--- src/rtl/ilk_pkg.sv ---
package ilk_pkg;

  // number of register sources carried by a decoded instruction
  localparam int NUM_SRC = 2;

  // reason the hold controller chose its outputs this cycle
  typedef enum logic [1:0] {
    HOLD_NONE   = 2'd0,
    HOLD_HAZARD = 2'd1,
    HOLD_RESET  = 2'd2
  } hold_e;

  // front-end pipeline control bundle
  typedef struct packed {
    logic pc_en;
    logic ifid_en;
    logic bubble;
  } front_ctrl_t;

endpackage

--- src/rtl/ilk_src_cmp.sv ---
// Single source-versus-producer comparator. Register zero is never a match.
module ilk_src_cmp #(
  parameter int REG_W = 5
) (
  input  logic [REG_W-1:0] src,
  input  logic             src_use,
  input  logic [REG_W-1:0] dst,
  input  logic             dst_wr,
  output logic             hit
);

  logic dst_nonzero;
  logic same_reg;

  always_comb begin
    dst_nonzero = |dst;
    same_reg    = (src == dst);
    hit         = src_use && dst_wr && dst_nonzero && same_reg;
  end

endmodule

--- src/rtl/ilk_stage_scan.sv ---
// Compares all decode sources against one producing stage.
module ilk_stage_scan #(
  parameter int REG_W = 5,
  parameter int NSRC  = 2
) (
  input  logic [NSRC-1:0][REG_W-1:0] srcs,
  input  logic [NSRC-1:0]            uses,
  input  logic [REG_W-1:0]           dst,
  input  logic                       dst_wr,
  output logic                       any_hit
);

  logic [NSRC-1:0] hits;

  for (genvar g = 0; g < NSRC; g++) begin : g_src
    ilk_src_cmp #(.REG_W(REG_W)) u_cmp (
      .src     (srcs[g]),
      .src_use (uses[g]),
      .dst     (dst),
      .dst_wr  (dst_wr),
      .hit     (hits[g])
    );
  end

  assign any_hit = |hits;

endmodule

--- src/rtl/ilk_hold_ctrl.sv ---
// Turns the hazard decision, squash and reset into front-end controls.
module ilk_hold_ctrl
  import ilk_pkg::*;
(
  input  logic        rst,
  input  logic        squash,
  input  logic        hazard,
  output front_ctrl_t ctrl
);

  hold_e mode;

  always_comb begin
    if (rst)                    mode = HOLD_RESET;
    else if (hazard && !squash) mode = HOLD_HAZARD;
    else                        mode = HOLD_NONE;
  end

  always_comb begin
    unique case (mode)
      HOLD_RESET:  ctrl = '{pc_en: 1'b0, ifid_en: 1'b0, bubble: 1'b1};
      HOLD_HAZARD: ctrl = '{pc_en: 1'b0, ifid_en: 1'b0, bubble: 1'b1};
      default:     ctrl = '{pc_en: 1'b1, ifid_en: 1'b1, bubble: squash};
    endcase
  end

endmodule

--- src/rtl/load_use_interlock.sv ---
module load_use_interlock
  import ilk_pkg::*;
#(
  parameter int REG_W  = 5,
  parameter int FWD_EN = 1
) (
  input  logic             clk,
  input  logic             rst,
  input  logic [REG_W-1:0] id_rs,
  input  logic             id_rs_use,
  input  logic [REG_W-1:0] id_rt,
  input  logic             id_rt_use,
  input  logic [REG_W-1:0] ex_dst,
  input  logic             ex_wr,
  input  logic             ex_load,
  input  logic [REG_W-1:0] me_dst,
  input  logic             me_wr,
  input  logic             squash,
  output logic             pc_en,
  output logic             ifid_en,
  output logic             idex_bubble
);

  localparam bit HAS_FWD = (FWD_EN != 0);

  logic [NUM_SRC-1:0][REG_W-1:0] id_srcs;
  logic [NUM_SRC-1:0]            id_uses;
  logic                          ex_produces;
  logic                          me_produces;
  logic                          ex_hit;
  logic                          me_hit;
  logic                          hazard;
  front_ctrl_t                   ctrl;

  assign id_srcs = {id_rt, id_rs};
  assign id_uses = {id_rt_use, id_rs_use};

  // With bypassing only a load in execute is late; without it every writer is.
  assign ex_produces = HAS_FWD ? ex_load : (ex_wr | ex_load);
  assign me_produces = HAS_FWD ? 1'b0    : me_wr;

  ilk_stage_scan #(.REG_W(REG_W), .NSRC(NUM_SRC)) u_scan_ex (
    .srcs    (id_srcs),
    .uses    (id_uses),
    .dst     (ex_dst),
    .dst_wr  (ex_produces),
    .any_hit (ex_hit)
  );

  ilk_stage_scan #(.REG_W(REG_W), .NSRC(NUM_SRC)) u_scan_me (
    .srcs    (id_srcs),
    .uses    (id_uses),
    .dst     (me_dst),
    .dst_wr  (me_produces),
    .any_hit (me_hit)
  );

  assign hazard = ex_hit | me_hit;

  ilk_hold_ctrl u_hold (
    .rst    (rst),
    .squash (squash),
    .hazard (hazard),
    .ctrl   (ctrl)
  );

  assign pc_en       = ctrl.pc_en;
  assign ifid_en     = ctrl.ifid_en;
  assign idex_bubble = ctrl.bubble;

  // load in execute feeding a used decode source holds the front end
  a_r1_load_use_holds: assert property (@(posedge clk) disable iff (rst)
    (ex_load && (ex_dst != '0) && !squash &&
     ((id_rs_use && id_rs == ex_dst) || (id_rt_use && id_rt == ex_dst)))
    |-> (!pc_en && !ifid_en && idex_bubble));

  // no producer with a nonzero destination means no hold
  a_r3_zero_dst_free: assert property (@(posedge clk) disable iff (rst)
    ((ex_dst == '0) && (me_dst == '0)) |-> pc_en);

  // with bypassing, no load in execute means no hold
  a_r4_fwd_no_stall: assert property (@(posedge clk) disable iff (rst)
    (HAS_FWD && !ex_load) |-> (pc_en && ifid_en));

  // squash releases the hold and still inserts a bubble
  a_r6_squash_wins: assert property (@(posedge clk) disable iff (rst)
    squash |-> (pc_en && ifid_en && idex_bubble));

  // enables move together and a hold always carries a bubble
  a_r9_enables_paired: assert property (@(posedge clk) disable iff (rst)
    (pc_en == ifid_en) && (!pc_en -> idex_bubble));

endmodule

--- config.mk ---
export PLATFORM = sky130hd
export DESIGN_NAME = load_use_interlock
export DESIGN_NICKNAME = d
export VERILOG_FILES = /design/src/rtl/ilk_pkg.sv /design/src/rtl/ilk_src_cmp.sv /design/src/rtl/ilk_stage_scan.sv /design/src/rtl/ilk_hold_ctrl.sv /design/src/rtl/load_use_interlock.sv
export SDC_FILE = /design/constraint.sdc
export NUM_CORES = 1
export LEC_CHECK = 0
export BUFFER_PORTS_ARGS = -buffer_cell sky130_fd_sc_hd__buf_2
export CORE_AREA = 2 2 39 41
export DETAILED_ROUTE_END_ITERATION = 10
export DIE_AREA = 0 0 41 43
export PLACE_DENSITY_LB_ADDON = 0.08
export SYNTH_ARGS = -nofsm -noshare
export SYNTH_HDL_FRONTEND = slang
export SYNTH_SLANG_ARGS = --single-unit
--- constraint.sdc ---
create_clock -name vclk -period 1.1
set_clock_uncertainty 0.1 [all_clocks]
set_input_delay 0.11 -clock vclk [all_inputs]
set_output_delay 0.11 -clock vclk [all_outputs]
set_load 0.005 [all_outputs]
==> impl_metrics.ini, run 1 <==
[setup_path]
path_max_fanout = 3
cp_top_family = compound AO/OA/AOI/OAI gates
crit_path_start_kind = input port
crit_buf_inv = 2
cp.arrival_ps = 970
slowest_stage = a311o_1
crit_chain = buf_8 -> xnor2_2 -> nand4_1 -> o22ai_2 -> a311o_1 -> buf_2
cp_slowest_stage_delay_ps = 310
cp-end-kind = output pin
critical_path_class = in -> out
cp.required_ps = 890

[placed_design]
gp_congestion = 0.603
pre_cts_ws_ps = -148
hpwl_um = 479
numPortBuffers = 23

[drt]
wl_met3_um = 37
wirelength_met1_um = 196
drc = 0
routed_wl_um = 509
num_vias = 232
highest_layer = met3
drt_iter0_drc = 0
met2_length_um = 274
wl_per_cell_um = 8.48
first_pass_iters = 1
viasPerCell = 3.87
final_antenna_net_count = 0

[timing]
timing.final.crit_share = 1.07
slew_headroom = 0.891
hold_violations = 0
setup_viol = 3
fin_ws_ps = -81.3
rsz0062_at_grt = true
worst_pin_slew_ps = 163
finalCriticalPeriod_ps = 1180
tns_ps = -190
drv_slew = 0
hold_slack_ps = 365
fmax_mhz = 847

[grt]
globalRouteOverflowTotal = 0
grt_pass1_vias = 242
antenna_found_initial = 0
grt_start_max_net_pins = 4
grt_pass1_wl_um = 828
grt_use_total = 0.0609

[die]
start_util = 0.113
placementRows = 14
core_area_um2 = 1380
fp.dieW_um = 41
io_pins = 31
die_y_um = 43
die-area_um2 = 1760

[logic_synthesis]
yosysWarnings = 0
ys_types = 10
yosysSeqAreaShare = 0
yosys.area.top_type = xnor2_1
synth_area_leaders = xnor2_1 56%, nand4_1 8.0%, nand2_1 7.2%
avgSynthCellArea_um2 = 7.11
synth_fp_nets = 50
synth_top_area_share = 0.560
synthCells = 22
synth_area_um2 = 156

[cells_and_area]
n_clock_buffer = 0
drive_above_1_share = 0.705
multi_input_area_um2 = 201
antenna_cells = 0
final_nets = 74
final_common_cell = buf_2
seq_cells = 0
fillers = 159
register_area_um2 = 0
final_cell_mix = 15 x buf_2, 5 x xnor2_2, 5 x xnor2_1, 5 x buf_6
syn_to_final_growth_pct = 157

[power]
power_density_nw_per_um2 = 363
p_leak_nw = 0.180
power_mw = 0.146
ir_drop_mv = 0.143

[worst_hold_path]
hold_path_end = ifid_en
hold_class = in -> out
worstHoldStart = rst
min_path_cells = 3

[clocking]
post-cts-setup-buffers = 0
cts_hold_buffers = 0

[job]
maxCapViolCount = 0

[status]
run_status = complete, but fails checks
violations = setup timing
[layer usage]
layer	up-vias	GRT usage
li1	121	-
met4	0	0
met3	0	0
met5	-	0
met2	11	0.113
met1	100	0.0791
[layout make-up]
| cell class | instances | share of cell area |
|---|---|---|
| multi-input combinational | 20 | 0.502 |
| inverter | 1 | 0.00935 |
| tap | 16 | 0.0498 |
| timing repair buffer | 23 | 0.439 |
[worst min-delay path: stages]
cell and delay (ps):
buf_2 90, a41oi_2 40, buf_2 110
[synth_stat cells]
| library cell | count |
|---|---|
| nor3_1 | 1 |
| nand2_1 | 3 |
| nor2_1 | 1 |
| buf_4 | 1 |
| a41oi_1 | 1 |
| o22ai_1 | 1 |
| inv_1 | 1 |
| xnor2_1 | 10 |
| nand4_1 | 2 |
| a311o_1 | 1 |
[through the flow]
| stage | utilization | instances | instance area (um^2) |
|---|---|---|---|
| 2_1_floorplan | - | 22 | 156 |
| 4_1_cts | 0.244 | 60 | 338 |
| 5_1_grt | 0.290 | 60 | 402 |
| 6_report | 0.290 | 60 | 402 |
| 3_3_place_gp | 0.205 | 60 | 284 |
| 3_5_place_dp | 0.205 | 60 | 284 |
[logic make-up after synthesis]
family / synth area share
AOI/OAI and AO/OA: 0.160
xor gates and xnor gates: 0.560
buffers and inverters: 0.0720
and+or+nand+nor: 0.208
[how the worst max path moves through the flow]
stage	from	to	slack (ps)	cells after the start
2_1_floorplan	ex_dst[2]	pc_en	30	5
3_3_place_gp	ex_dst[1]	ifid_en	-140	6
3_5_place_dp	ex_dst[2]	pc_en	-150	6
4_1_cts	ex_dst[4]	idex_bubble	-70	5
5_1_grt	ex_dst[1]	idex_bubble	-150	6
6_report	ex_dst[3]	idex_bubble	-80	6
[what timing repair did]
item                                    4_1_cts  5_1_grt
cloned                                        0        0
endpoints found under the setup margin        3        3
gates resized for setup                      12       12
pin swaps                                    14        8
[power by group]
| group | internal (mW) | switching (mW) | total, mW |
|---|---|---|---|
| clock | 0 | 0 | 0 |
| combinational | 0.0954 | 0.0505 | 0.146 |
| sequential | 0 | 0 | 0 |
| total | 0.0954 | 0.0505 | 0.146 |
Note: power is estimated with default switching activity, not from simulation.
==> inputs of run 2 (changes only) <==
- SYNTH_HIERARCHICAL: unset -> 1
==> run 2 against run 1 <==
The flow still finishes with violations (setup timing). Via count is 110% higher. Global-route usage is 8.3 points higher. First-iteration DRC count is 3 higher. Critical path depth is 2 higher. Synthesized area is 120% higher. Fmax is 33% lower. Synthesized cell count is 120% higher. Hold slack worse by 0.61 ps. Count of clock-buffer cells in the layout stayed put. Worst setup slack worse by 570 ps. Design area is 68% higher.
==> impl_metrics.ini, run 2 <==
[logic_synthesis]
avgSynthCellArea_um2 = 7.30
synth_top_area_share = 0.400
yosysWarnings = 6
yosys.area.top_type = xnor2_1
synth_area_um2 = 350
ys_top_cells_by_count = 16 x xnor2_1, 5 x inv_1
yosysSeqAreaShare = 0
synth.most_common_cell = xnor2_1
ys_types = 12
synth_area_leaders = xnor2_1 40%, nor3b_2 14%, o2111ai_1 10%
synthCells = 48

[cells_and_area]
final_cell_mix = 26 x buf_2, 17 x buf_4, 16 x xnor2_1
final_nets = 123
register_area_um2 = 0
seq_cells = 0
n_clock_buffer = 0
antenna_cells = 0
final_common_cell = buf_2
fin_area_um2 = 676
syn_to_final_growth_pct = 92.9
drive_above_1_share = 0.559

[grt]
grt_start_max_net_pins = 5
globalRouteOverflowTotal = 0
grt_use_total = 0.144
grt_pass1_wl_um = 1880
grt_pass1_vias = 481
antenna_found_initial = 0

[setup_path]
crit_chain = buf_8 -> nor4_4 -> o21ai_1 -> nor3b_2 -> or2_1 -> or2_1 -> or3_1 -> buf_2
critical_path_class = in -> out
cp.arrival_ps = 1540
cp.required_ps = 890
cp-end-kind = output pin
crit_start = ex_dst[2]
crit_path_start_kind = input port
path_max_fanout = 4
slowest_stage = or3_1
cp_slowest_stage_delay_ps = 310
cpMostUsedCell = or2_1

[placed_design]
pre_cts_ws_ps = -722
numPortBuffers = 28
place_area_um2 = 627
gp_congestion = 0.709
hpwl_um = 979

[worst_hold_path]
worstHoldStart = rst
hold_class = in -> out

[timing]
fin_ws_ps = -653
hold_slack_ps = 365
drv_slew = 0
rsz0062_at_grt = true
tns_ps = -1820
fmax_mhz = 571
setup_viol = 3
hold_violations = 0
timing.final.crit_share = 1.59
finalCriticalPeriod_ps = 1750

[die]
placementRows = 14
start_util = 0.253
die-area_um2 = 1760
core_area_um2 = 1380
fp.dieW_um = 41
io_pins = 31
die_y_um = 43

[power]
ir_drop_mv = 0.177
power_mw = 0.235
power_density_nw_per_um2 = 347
p_leak_nw = 0.307

[drt]
routed_wl_um = 1070
drt_iter0_drc = 3
wl_per_cell_um = 9.84
num_vias = 478
drc = 0
viasPerCell = 4.39
first_pass_iters = 2
final_antenna_net_count = 0

[clocking]
cts_hold_buffers = 0

[status]
violations = setup timing
run_status = complete, but fails checks

[job]
maxCapViolCount = 0
==> run 2: cell count changes after synthesis, sizes merged, moves of 2 or more <==
cell	delta
nand4	-2
nor3b	+4
nand3	+4
o21ai	+4
or2	+3
xnor2	+6
inv	+4
nor4	+4
nand2	-3
o2111ai	+4
==> run 2: routing by layer <==
metal	wire, um	part of all wire	global-route usage
met1	471	0.44	0.187
met2	557	0.52	0.263
met3	44	0.041	0.00524
met4	0	0	0
met5	0	0	0
==> run 2: final cells by class <==
cell class | instances | area, um^2
Fill cell | 163 | 708
Inverter | 5 | 18.8
Multi-Input combinational cell | 43 | 353
Tap cell | 16 | 20.0
Timing Repair Buffer | 45 | 284
==> run 2: power breakdown <==
| part | switching, mW | total (mW) | leakage, nW | internal [mW] |
|---|---|---|---|---|
| logic | 0.0969 | 0.235 | 0.307 | 0.138 |
| registers | 0 | 0 | 0 | 0 |
| clock network | 0 | 0 | 0 | 0 |
| total | 0.0969 | 0.235 | 0.307 | 0.138 |
==> run 2: cells by family (layout without fill, tap and decap cells) <==
family	count (synthesis)	after routing	share of synthesized area
AOI/OAI and AO/OA	9	9	0.171
buffers and inverters	6	50	0.0750
other	1	2	0.0107
xor gates and xnor gates	16	16	0.400
and+or+nand+nor	16	16	0.343
==> run 2: timing repair <==
action,in CTS,in global routing
buffers inserted,1,0
endpoints found under the setup margin,3,3
hold endpoints to repair,0,0
pin swaps,1,1
resized for setup,10,0
==> run 2: stage by stage <==
stage | std cells | utilization
after floorplan | 49 | -
after global placement | 108 | 0.453
after detailed placement | 108 | 0.453
after CTS | 109 | 0.488
after global routing | 109 | 0.488
final | 109 | 0.488
==> run 2: worst paths after layout <==
path / end / cells past startpoint
worst max-delay path: idex_bubble / 8
worst min-delay path: pc_en / 3
==> run 2: worst max-delay path, delay by kind of cell <==
kind / cells / cell delay [ps]
simple gates: 5 / 1120
buf+inv: 2 / 240
compound gates: 1 / 70
